--- src/rtl/priv_csr_ctrl.sv ---
module priv_csr_ctrl #(
  parameter logic [31:0] MISA_VAL = 32'h4010_0100
) (
  input  logic        clk,
  input  logic        rst_n,
  input  logic        csr_req,
  input  logic        csr_we,
  input  logic [11:0] csr_addr,
  input  logic [31:0] csr_wdata,
  input  logic        trap_take,
  input  logic        ecall,
  input  logic        mret,
  input  logic [63:0] cycle_cnt,
  input  logic [63:0] instret_cnt,
  output logic [1:0]  priv_mode,
  output logic [1:0]  data_priv,
  output logic [31:0] csr_rdata,
  output logic        csr_illegal,
  output logic [3:0]  trap_cause,
  output logic        flush_req
);
  localparam logic [11:0] A_MSTATUS  = 12'h300;
  localparam logic [11:0] A_MISA     = 12'h301;
  localparam logic [11:0] A_MCNTEN   = 12'h306;
  localparam logic [11:0] A_ENVLO    = 12'h30A;
  localparam logic [11:0] A_ENVHI    = 12'h31A;
  localparam logic [11:0] A_SECLO    = 12'h747;
  localparam logic [11:0] A_SECHI    = 12'h757;
  localparam logic [11:0] A_CYC      = 12'hC00;
  localparam logic [11:0] A_INS      = 12'hC02;
  localparam logic [11:0] A_CYCH     = 12'hC80;
  localparam logic [11:0] A_INSH     = 12'hC82;

  logic       user_q, mpp_inv_q, mprv_q, cy_en_q, ir_en_q;
  logic [2:0] sec_q;
  logic       hit, cnt_acc, gate;
  logic [31:0] rval;

  wire trap_in = trap_take | ecall;
  wire mret_ok = mret & ~user_q & ~trap_in;
  wire [1:0] mpp = {2{~mpp_inv_q}};

  always_comb begin
    hit = 1'b1; cnt_acc = 1'b0; gate = 1'b0; rval = '0;
    case (csr_addr)
      A_MSTATUS: rval = {14'b0, mprv_q, 4'b0, mpp, 11'b0};
      A_MISA:    rval = MISA_VAL;
      A_MCNTEN:  rval = {29'b0, ir_en_q, 1'b0, cy_en_q};
      A_ENVLO, A_ENVHI, A_SECHI: rval = '0;
      A_SECLO:   rval = {29'b0, sec_q};
      A_CYC:     begin rval = cycle_cnt[31:0];    cnt_acc = 1'b1; gate = cy_en_q; end
      A_CYCH:    begin rval = cycle_cnt[63:32];   cnt_acc = 1'b1; gate = cy_en_q; end
      A_INS:     begin rval = instret_cnt[31:0];  cnt_acc = 1'b1; gate = ir_en_q; end
      A_INSH:    begin rval = instret_cnt[63:32]; cnt_acc = 1'b1; gate = ir_en_q; end
      default:   hit = 1'b0;
    endcase
  end

  assign csr_illegal = csr_req & (~hit | (csr_we & (csr_addr[11:10] == 2'b11)) |
                       (user_q & (csr_addr[9:8] != 2'b00)) |
                       (user_q & cnt_acc & ~gate));
  assign csr_rdata = (csr_req & ~csr_illegal) ? rval : '0;
  wire wr = csr_req & csr_we & ~csr_illegal;

  always_ff @(posedge clk or negedge rst_n) begin
    if (!rst_n) begin
      user_q <= 1'b0; mpp_inv_q <= 1'b0; mprv_q <= 1'b0;
      cy_en_q <= 1'b0; ir_en_q <= 1'b0; sec_q <= '0;
    end else begin
      if (wr) begin
        case (csr_addr)
          A_MSTATUS: begin
            mpp_inv_q <= ~(csr_wdata[12] & csr_wdata[11]);
            mprv_q    <= csr_wdata[17];
          end
          A_MCNTEN: begin cy_en_q <= csr_wdata[0]; ir_en_q <= csr_wdata[2]; end
          A_SECLO:  sec_q <= csr_wdata[2:0];
          default: ;
        endcase
      end
      if (trap_in) begin
        user_q    <= 1'b0;
        mpp_inv_q <= user_q;
      end else if (mret_ok) begin
        user_q    <= mpp_inv_q;
        mpp_inv_q <= 1'b1;
      end
    end
  end

  assign priv_mode  = user_q ? 2'b00 : 2'b11;
  assign data_priv  = mprv_q ? mpp : priv_mode;
  assign trap_cause = ecall ? (user_q ? 4'd8 : 4'd11) : 4'd0;
  assign flush_req  = trap_in;
endmodule

--- config.mk ---
export PLATFORM = sky130hd
export DESIGN_NAME = priv_csr_ctrl
export DESIGN_NICKNAME = d
export VERILOG_FILES = /design/src/rtl/priv_csr_ctrl.sv
export SDC_FILE = /design/constraint.sdc
export NUM_CORES = 1
export LEC_CHECK = 0
export BUFFER_PORTS_ARGS = -buffer_cell sky130_fd_sc_hd__buf_2
export CORE_AREA = 3 3 84 86
export DETAILED_ROUTE_END_ITERATION = 6
export DIE_AREA = 0 0 87 89
export GPL_TIMING_DRIVEN = 1
export PLACE_DENSITY = 0.8
export SLEW_MARGIN = 10
export SYNTH_ARGS = -nofsm -noshare
export SYNTH_HDL_FRONTEND = slang
export SYNTH_SLANG_ARGS = --single-unit
--- constraint.sdc ---
create_clock -name clk -period 1.6 [get_ports clk]
set_input_delay 0.16 -clock clk [delete_from_list [all_inputs] [get_ports clk]]
set_output_delay 0.16 -clock clk [all_outputs]
set_load 0.005 [all_outputs]
-- Word-level counts from Yosys, hierarchy flattened
Index checks and enable logic that the tools add are counted.
Widths: inputs -> output; s select.
- bits in registers: 8
- bits in latches: 0
- RAM bits: 0
- ROM bits: 0
- input bits: 179
- output and inout bits: 42
- word-level logic and storage cells: 67
- memories kept: 0
- $add $sub $neg: 0
- $mul: 0
- div/mod/pow operators: 0
- order comparisons: 0
- equal/unequal tests: 12
- shifts and indexed selects: 0
- muxes and demuxes: 15
- bitwise operators: 22
- reductions and logical operators: 12
- operator list (kind ; count):
    $pmux 32 s8 ; 1
    $eq 12x10->1 const B ; 5
    $eq 12x12->1 const B ; 4
    $mux 32 ; 1
    $eq 12x11->1 const B ; 2
    $and 1x1->1 ; 11
    $reduce_or 11->1 ; 1
    $mux 1 ; 8
    $reduce_and 2->1 ; 4
    $not 1->1 ; 7
    $mux 2 ; 3
    $reduce_bool 3->1 ; 2
    $mux 4 ; 1
    $or 1x1->1 ; 4
    $reduce_bool 2->1 ; 2
    $reduce_or 2->1 ; 2
    $reduce_or 4->1 ; 1
    $eq 2x2->1 const B ; 1
    $pmux 1 s2 ; 1

-- Logic depth before layout (Yosys ltp)
Gate-level depths: netlist of run 1.
- word-level depth: 13
- gate-level depth with buffers: 7
- mapped depth without buffers: 5

-- Worst setup path before layout of run 1
Ideal clock, no wire load.
- kind: in2out
- start: input port csr_addr[7]
- end: output port csr_rdata[12]
- data arrival time: 1570 ps
- data required time: 1440 ps
- slack: -130 ps
- cell stages on the path: 7
- buffers on the path: 2
- cell sequence: buf_6 -> nor4b_4 -> nand2_2 -> a2111oi_4 -> o2111ai_4 -> buf_6 -> a31oi_1
- longest elaborated chain between the ends: 11
- elaborated cells on any way between the ends: 30
- those cells by class: eq/ne (11); mux (5); bitwise (10); reduce/logical (4)
- ends and longest elaborated chain (what ; RTL line ; text):
    from (decl) ; 8 ; input logic [11:0] csr_addr,
    $eq 12x11->1, or another cell as far along ; 45 ; case (csr_addr)
    $reduce_or 11->1 (no source line) ; n/a ;
    $mux 1 ; 45 ;
    $not 1->1 ; 59 ; assign csr_illegal = csr_req & (~hit | (csr_we & (csr_addr[11:10] == 2'b11)) |
    $or 1x1->1 (2 in a row) ; 59 ;
    $or 1x1->1 ; 60 ; (user_q & (csr_addr[9:8] != 2'b00)) |
    $and 1x1->1 ; 59 ;
    $not 1->1 ; 62 ; assign csr_rdata = (csr_req & ~csr_illegal) ? rval : '0;
    $and 1x1->1 ; 62 ;
    $mux 32 (*) ; 62 ;
    to (decl) ; 17 ; output logic [31:0] csr_rdata,
Mark *: on every way between the ends. The rest lies on a longest branch, timed or not.

-- Final worst setup path of run 1
- start: input port csr_addr[9]
- end: output port csr_rdata[12]
Same word-level chain as after synthesis.

==> results of run 1 <==
-- power by group --
part	leakage (uW)	switching, uW	internal [uW]
clock network	0.0000216	76.7	163
registers	0.000111	2.65	206
logic	0.00147	195	275
-- cell usage after synthesis (all sizes together), types with 2 or more instances --
cell type  number  share of area, %
a21oi          24               7.0
and4bb          2               1.4
inv             5               1.1
nor4            3               1.8
nor2           15               3.2
buf            16               6.7
nor3            4               1.1
or3             2              0.71
nand2          23               5.0
mux2           31                20
a222oi         15               8.5
nor2b          10               3.5
o21ai           2              0.57
a22oi          21               8.9
nand4           4               1.4
mux2i           3               1.7
dfrtp           8                11
a31oi           5               1.8
nand3          11               3.1
clkbuf          8               1.7
and3            2              0.71
-- critical path: cells and delay by family --
kind / cells / cell delay [ns]
compound gates: 4 / 0.84
buf+inv: 3 / 0.42
simple gates: 1 / 0.35
-- cell families after synthesis --
kind of cell	Yosys count	synth area share [%]
buffers and inverters	29	9.43
flip-flops	8	11.3
AO/OA/AOI/OAI	75	32.9
AND/OR/NAND/NOR	80	24.7
other	1	0.212
multiplexers	34	21.5
-- stage by stage --
step           instances  util, %  setup WS [ns]  TNS (ns)  cell area (um^2)
4_1_cts              524     52.1         -0.341    -10.35              3310
3_5_place_dp         516     49.6         -0.354    -10.72              3150
2_1_floorplan        227        -        -0.0732     -1.28              1850
6_report             533     56.4         -0.346    -10.46              3580
3_3_place_gp         516     49.6         -0.351    -10.29              3150
5_1_grt              533     56.4         -0.407    -12.28              3580
-- state kept, by name, summed over array words and instances (netlist names) --
signal,cells
ir_en_q,1
sec_q,3
mpp_inv_q,1
user_q,1
mprv_q,1
cy_en_q,1
-- worst paths after layout --
check | from | to | slack (ns)
max | csr_addr[9] | csr_rdata[12] | -0.35
min | csr_wdata[17] | mprv_q | 0.17
max reg2reg | user_q | sec_q[1] | 0.04
min reg2reg | sec_q[2] | sec_q[2] | 0.54
max in group asynchronous | rst_n | sec_q[2] | 1.12
min in group asynchronous | rst_n | mprv_q | 0.31
-- final cells by class --
class	count	area, um^2	area share [%]
well taps	77	96.3	2.69
flip-flops and latches	8	200	5.59
multi-input cells	190	1640	45.9
inverters	5	18.8	0.524
clock buffers	3	41.3	1.15
repair buffers	250	1580	44.2
-- routing by layer --
layer / global-route usage [%] / vias up
li1: - / 1351
met1: 25.1 / 1363
met2: 37.6 / 160
met3: 1.84 / 20
met4: 6.80 / 0
met5: 0 / -
-- repair_timing --
item	CTS	global route
pin swaps	2	15
resized for setup	13	49
setup buffers	2	6
cloned	2	4
hold buffers	1	0
endpoints found under the hold margin	8	0
endpoints found under the setup margin	40	40
==> flow_summary.toml, run 1 <==
[clocking]
clock_tree.root_cell = "sky130_fd_sc_hd__clkbuf_8"
maximum_count_of_clock_buffers_along_a_single_path = 2
clock_tree_from_tritoncts = "yes"
htreeDepth = 1
clock_sink_count = 8
clock_latency_at_the_later_pin_of_the_worst_skew_pair_ns = 0.23
tritoncts_buffers = 3
clk_pin_slew_ns = 0.04

[yosys]
number_of_synthesis_warnings = 0
synth_edf_count = 0
post_syn_area_per_cell_um2 = 7.78
synthesis.nets = 406
postSynthRegisterBits = 8
number_of_instances_in_the_synthesized_netlist = 227
synth-seq-area-share_pct = 11.3
distinct_cell_type_count_after_synthesis = 39
synthFlopType = "sky130_fd_sc_hd__dfrtp_1"
postSynth.asyncResetShare_pct = 100
syn_area_um2 = 1770

[worst_setup_path]
crit_type = "input pin to output pin"
timing.critical_path.to_type = "output pin"
slowest_stage = "sky130_fd_sc_hd__a2111oi_4"
critical-path-max-stage-delay_ns = 0.40
timing.critical_path.cells = "buf_6 -> and4bb_2 -> a221oi_4 -> a2111oi_4 -> o2111ai_4 -> buf_6 -> a31oi_1 -> buf_2"
crit_path_start_kind = "input pin"
crit_required_ns = 1.44
crit_arrival_ns = 1.79
reg2reg_depth = 6
critical_path.most_common_cell = "sky130_fd_sc_hd__buf_6"
critical_path_peak_fanout = 5

[routing]
routedLengthMet1_um = 3740
top_signal_layer_used = "met4"
post_detailed_route_drc_marker_count = 0
number_of_detailed_routing_iterations_run_before_antenna_repair = 5
initialDrtViolationCount = 136
final_antenna_net_count = 0
wl_um = 9870
post_drt_wl_per_cell_um = 18.5
total_via_count_after_detailed_routing = 2894
via_per_inst = 5.43
dr_wl_met2_um = 5160
wl_met3_um = 742

[power]
power.density_cell_area_nw_per_um2 = 256
cellLeakagePower_uw = 0.00161
p_total_uw = 918
vdd_ir_drop_max_uv = 370

[sta]
finalSetupViolations = 33
fin_worst_hold_slack_ns = 0.165
finalHoldViolCount = 0
unrepaired_setup_endpoints_after_global_routing = "yes"
fmax_ghz = 0.514
finalCriticalPeriod_ns = 1.95
final-max-slew-violation-count = 0
fin_worst_setup_slack_ns = -0.346
min_period_over_period_pct = 122
finalClockSkew_ns = 0.00133

[cells_and_area]
mostFrequentLayoutCell = "sky130_fd_sc_hd__buf_2"
nNetsFinal = 637
area_delta_synth_final_pct = 103
layout-drive-gt1-share_pct = 73.9
final.fill_count = 580
final_cell_mix = "sky130_fd_sc_hd__buf_2, sky130_fd_sc_hd__buf_4, sky130_fd_sc_hd__mux2_2"
total_inserted_antenna_cells = 0

[placement]
gp_congestion = 0.912
detailedPlacementHpwl_um = 7060
io_buffers = 193

[grt]
number_of_antenna_violations_at_the_first_check_in_global_routing = 0
grt_total_ovfl = 0
first_global_vias = 2717
grt_usage_pct = 20.5
grt_first_pass_wirelength_um = 12900
grt_max_degree = 26

[run_status]
run_status = "finished, violations left"
violations_in_the_final_reports = "setup timing"

[job]
max-cap-violations = 0

[die]
floorplan.die_area_um2 = 7740
boundaryPins = 221
chipHeight_um = 89
initial_core_util_pct = 27.8
die_x_um = 87
coreArea_um2 = 6350
rows = 29

[hold_path]
holdCritPathClass = "input pin to flip-flop"
whs_path_depth = 2
Note: power is estimated with default switching activity, not from simulation.
==> run 2: changes to the inputs <==
CELL_PAD_IN_SITES_DETAIL_PLACEMENT = 1   (was unset)
CELL_PAD_IN_SITES_GLOBAL_PLACEMENT = 2   (was unset)
CORE_AREA = unset   (was 3 3 84 86)
CORE_MARGIN = 3   (was unset)
CORE_UTILIZATION = 13   (was unset)
DIE_AREA = unset   (was 0 0 87 89)
PLACE_DENSITY = 0.85   (was 0.8)
==> flow_summary.toml, run 2 (synthesis results as in run 1) <==
[worst_setup_path]
crit_type = "input pin to output pin"
crit_required_ns = 1.44
crit_path_start_kind = "input pin"
crit_arrival_ns = 1.92
reg2reg_depth = 6
critical_path_peak_fanout = 6
timing.critical_path.to_type = "output pin"

[die]
boundaryPins = 221
initial_core_util_pct = 13.7
floorplan.die_area_um2 = 15000
chipHeight_um = 123
die_x_um = 123
rows = 41
coreArea_um2 = 12900

[sta]
finalCriticalPeriod_ns = 2.08
fin_worst_hold_slack_ns = 0.159
unrepaired_setup_endpoints_after_global_routing = "yes"
worstMarginPinSlew_ns = 0.520
fmax_ghz = 0.481
min_period_over_period_pct = 130
final-max-slew-violation-count = 0
finalHoldViolCount = 0
slew_headroom_pct = 65.4
fin_worst_setup_slack_ns = -0.480
finalClockSkew_ns = 0.00286
finalSetupViolations = 38

[cells_and_area]
area_delta_synth_final_pct = 117
final-instance-count-excl-fill = 633
largest_register = "sec_q"
nNetsFinal = 642
final.fill_count = 1570
final_cell_mix = "sky130_fd_sc_hd__buf_2, sky130_fd_sc_hd__buf_4, sky130_fd_sc_hd__mux2_2"
largest_reg_flops = 3
postLayoutCellArea_um2 = 3830
mostFrequentLayoutCell = "sky130_fd_sc_hd__buf_2"
total_inserted_antenna_cells = 0
layout-drive-gt1-share_pct = 73.8

[clocking]
maximum_count_of_clock_buffers_along_a_single_path = 2
htreeDepth = 1
clock_latency_at_the_later_pin_of_the_worst_skew_pair_ns = 0.23
tritoncts_buffers = 3
clk_pin_slew_ns = 0.03
clock_tree.root_cell = "sky130_fd_sc_hd__clkbuf_16"
clock_tree_from_tritoncts = "yes"
clock_sink_count = 8

[run_status]
violations_in_the_final_reports = "setup timing"
run_status = "finished, violations left"

[hold_path]
holdCritPathClass = "input pin to flip-flop"
whs_path_depth = 2

[power]
pwr-share-clk_pct = 38.6
p_int_uw = 798
p_total_uw = 1090
netSwitchingPower_uw = 297
cellLeakagePower_uw = 0.00168
power.share.sequential_pct = 19.1
power.density_cell_area_nw_per_um2 = 286
power.switching_fraction_pct = 27.1
vdd_ir_drop_max_uv = 405
p_comb_share_pct = 42.3

[placement]
io_buffers = 193
numPlacedInstances = 619
post_dp_cell_area_um2 = 3380
gp_congestion = 0.886
pre_cts_slack_ns = -0.549
detailedPlacementHpwl_um = 8780

[grt]
grt_max_degree = 43
grt_total_ovfl = 0
grt_first_pass_wirelength_um = 15600
first_global_vias = 3088
grt_usage_pct = 13.1
number_of_antenna_violations_at_the_first_check_in_global_routing = 1

[routing]
post_drt_wl_per_cell_um = 17.3
number_of_detailed_routing_iterations_run_before_antenna_repair = 5
post_detailed_route_drc_marker_count = 0
final_antenna_net_count = 0
via_per_inst = 4.54
wl_um = 10900
total_via_count_after_detailed_routing = 2874
initialDrtViolationCount = 142

[job]
max-cap-violations = 0
[run 2: what timing repair did]
| item | CTS | global route |
|---|---|---|
| setup buffers | 5 | 5 |
| hold buffers | 1 | 0 |
| pin swaps | 11 | 11 |
| hold endpoints to repair | 8 | 0 |
| cloned | 2 | 0 |
| endpoints found under the setup margin | 40 | 40 |
| gates resized for setup | 27 | 23 |
[run 2: path summary, 6_finish.rpt]
kind	slack (ns)	to	from
worst max-delay path	-0.48	csr_rdata[5]	csr_addr[10]
worst min-delay path	0.16	mprv_q	csr_wdata[17]
worst max register to register	-0.08	sec_q[2]	user_q
worst min register to register	0.54	sec_q[1]	sec_q[1]
max in group asynchronous	1.13	mpp_inv_q	rst_n
min in group asynchronous	0.30	sec_q[2]	rst_n
[run 2: layout make-up]
type	count	area (um^2)	share of cell area, %
Clock buffer	3	75.1	1.96
Tap cell	172	215	5.62
Multi-Input combinational cell	190	1680	43.8
Timing Repair Buffer	255	1640	42.9
Sequential cell	8	200	5.23
Inverter	5	18.8	0.490
[run 2: power groups by stage]
stage	clock [uW]	sequential (uW)	combinational, uW
after floorplan	0	211	139
after global placement	0	211	423
after detailed placement	0	212	434
after CTS	423	209	453
after global routing	428	210	502
final	422	209	463
[run 2: metal layers]
metal | global-route usage (%) | share of wire (%) | vias up
li1 | - | - | 1357
met1 | 14.0 | 37 | 1366
met2 | 26.5 | 54 | 133
met3 | 1.98 | 7.8 | 16
met4 | 3.22 | 1.4 | 2
met5 | 0 | 0.064 | -
[run 2: per-stage QoR]
| stage | TNS, ns | util, % |
|---|---|---|
| final | -14.87 | 29.6 |
| after global routing | -17.89 | 29.6 |
| after CTS | -15.58 | 28.4 |
| after detailed placement | -17.92 | 26.1 |
| after global placement | -16.81 | 26.1 |
| after floorplan | -1.28 | - |
[run 2: critical path, cell delays in order]
cell and delay, ns:
sky130_fd_sc_hd__buf_8 0.10, sky130_fd_sc_hd__buf_12 0.11, sky130_fd_sc_hd__nor4b_4 0.24, sky130_fd_sc_hd__nand2_2 0.12, sky130_fd_sc_hd__a2111oi_4 0.42, sky130_fd_sc_hd__o2111ai_4 0.19
sky130_fd_sc_hd__buf_12 0.18, sky130_fd_sc_hd__buf_12 0.13, sky130_fd_sc_hd__a21oi_1 0.12, sky130_fd_sc_hd__buf_2 0.13
==> run 3: changes to the inputs <==
CORE_MARGIN = unset   (was 3)
==> flow_summary.toml, run 3 (synthesis results as in run 1) <==
[die]
initial_core_util_pct = 13.3
chipHeight_um = 119
rows = 42
boundaryPins = 221
die_x_um = 119
floorplan.die_area_um2 = 14100
coreArea_um2 = 13200

[worst_setup_path]
reg2reg_slack_ns = -0.16
timing.critical_path.from = "user_q"
critical_path_peak_fanout = 18
critical-path-max-stage-delay_ns = 0.37
timing.critical_path.to_type = "output pin"
timing.critical_path.cells = "nor2b_1 -> a41oi_2 -> o21a_1 -> o2111ai_4 -> buf_12 -> a31oi_2 -> buf_2"
crit_arrival_ns = 1.83
crit_path_start_kind = "flip-flop"
reg2reg_depth = 6
reg2reg_from = "user_q"
worstReg2RegEnd = "mprv_q"
crit_type = "flip-flop to output pin"
cpLargestDelayFamily = "compound AO/OA/AOI/OAI gates"
slowest_stage = "sky130_fd_sc_hd__dfrtp_1"
timing.critical_path.buf_inv = 2
crit_required_ns = 1.44

[routing]
post_detailed_route_drc_marker_count = 0
via_per_inst = 4.61
number_of_detailed_routing_iterations_run_before_antenna_repair = 5
wl_um = 10600
post_drt_wl_per_cell_um = 17.0
initialDrtViolationCount = 93
total_via_count_after_detailed_routing = 2874
final_antenna_net_count = 0

[sta]
fin_worst_hold_slack_ns = 0.155
unrepaired_setup_endpoints_after_global_routing = "yes"
fin_tns_setup_ns = -11.01
fmax_ghz = 0.502
finalCriticalPeriod_ns = 1.99
min_period_over_period_pct = 124
finalClockSkew_ns = 0.000320
finalHoldViolCount = 0
final-max-slew-violation-count = 0
fin_worst_setup_slack_ns = -0.392
finalSetupViolations = 40

[power]
p_total_uw = 1100
cellLeakagePower_uw = 0.00157
power.density_cell_area_nw_per_um2 = 308
vdd_ir_drop_max_uv = 487

[cells_and_area]
largest_reg_flops = 3
nNetsFinal = 629
final_cell_mix = "sky130_fd_sc_hd__buf_2, sky130_fd_sc_hd__buf_4, sky130_fd_sc_hd__mux2_2"
layout-drive-gt1-share_pct = 71.0
largest_register = "sec_q"
final-instance-count-excl-fill = 624
mostFrequentLayoutCell = "sky130_fd_sc_hd__buf_2"
area_delta_synth_final_pct = 102
total_inserted_antenna_cells = 0

[hold_path]
hold_path_sink = "sec_q[1]"
hold_path_startpoint = "csr_wdata[1]"
holdCritPathClass = "input pin to flip-flop"
whs_path_depth = 2

[grt]
number_of_antenna_violations_at_the_first_check_in_global_routing = 0
grt_first_pass_wirelength_um = 15900
grt_max_degree = 33
grt_total_ovfl = 0
grt_usage_pct = 14.4
first_global_vias = 3113

[placement]
gp_congestion = 0.908
detailedPlacementHpwl_um = 8490
numPlacedInstances = 615
io_buffers = 193

[job]
max-cap-violations = 0

[clocking]
htreeDepth = 1
clock_tree_from_tritoncts = "yes"
tritoncts_buffers = 3
clock_sink_count = 8
clk_pin_slew_ns = 0.04
clock_tree.root_cell = "sky130_fd_sc_hd__clkbuf_16"
maximum_count_of_clock_buffers_along_a_single_path = 2
clock_latency_at_the_later_pin_of_the_worst_skew_pair_ns = 0.24

[run_status]
violations_in_the_final_reports = "setup timing"
run_status = "finished, violations left"
==> run 3: report_power, final <==
part	switching, uW	leakage, uW	internal (uW)
sequential	2.59	0.000111	206
clock	113	0.0000370	324
combinational	193	0.00142	259
total	309	0.00157	789
==> run 3: worst max-delay path by stage <==
stage,cells past startpoint,end,slack [ns]
6_report,7,csr_rdata[30],-0.39
3_3_place_gp,8,csr_rdata[30],-0.45
2_1_floorplan,7,csr_rdata[12],-0.07
3_5_place_dp,8,csr_rdata[30],-0.44
5_1_grt,7,csr_rdata[30],-0.47
4_1_cts,7,csr_rdata[0],-0.44
==> run 3: layer usage <==
layer	up-vias	wire (um)	track usage (%)
li1	1327	-	-
met1	1378	4210	16.5
met2	148	5490	27.7
met3	21	631	1.25
met4	0	243	4.59
met5	-	0	0
==> run 3: stage by stage <==
step / instance area, um^2 / util [%] / setup slack (ns)
2_1_floorplan: 1850 / - / -0.0732
3_3_place_gp: 3290 / 24.8 / -0.448
3_5_place_dp: 3290 / 24.8 / -0.442
4_1_cts: 3500 / 26.4 / -0.440
5_1_grt: 3560 / 26.9 / -0.470
6_report: 3560 / 26.9 / -0.392
==> run 3: repair_timing <==
item / CTS / global route
cloned: 1 / 0
endpoints found under the setup margin: 40 / 40
buffers inserted: 3 / 4
hold buffers: 1 / 0
pin swaps: 7 / 5
hold endpoints to repair: 8 / 0
resized for setup: 20 / 12
==> run 3: layout make-up <==
class                      count  area, um^2
clock buffer                   3        75.1
fill                        1632        9680
inverter                       5        18.8
multi-input combinational    190        1590
sequential                     8         200
tap                          176         220
timing repair buffer         242        1460
==> run 3: worst reg2reg max path: cells and delay by family, from the launching register on <==
family / cells / cell delay, ns
flip-flops: 1 / 0.37
AO/OA/AOI/OAI: 1 / 0.08
AND/OR/NAND/NOR: 2 / 0.53
buffers and inverters: 2 / 0.38
multiplexers: 1 / 0.28
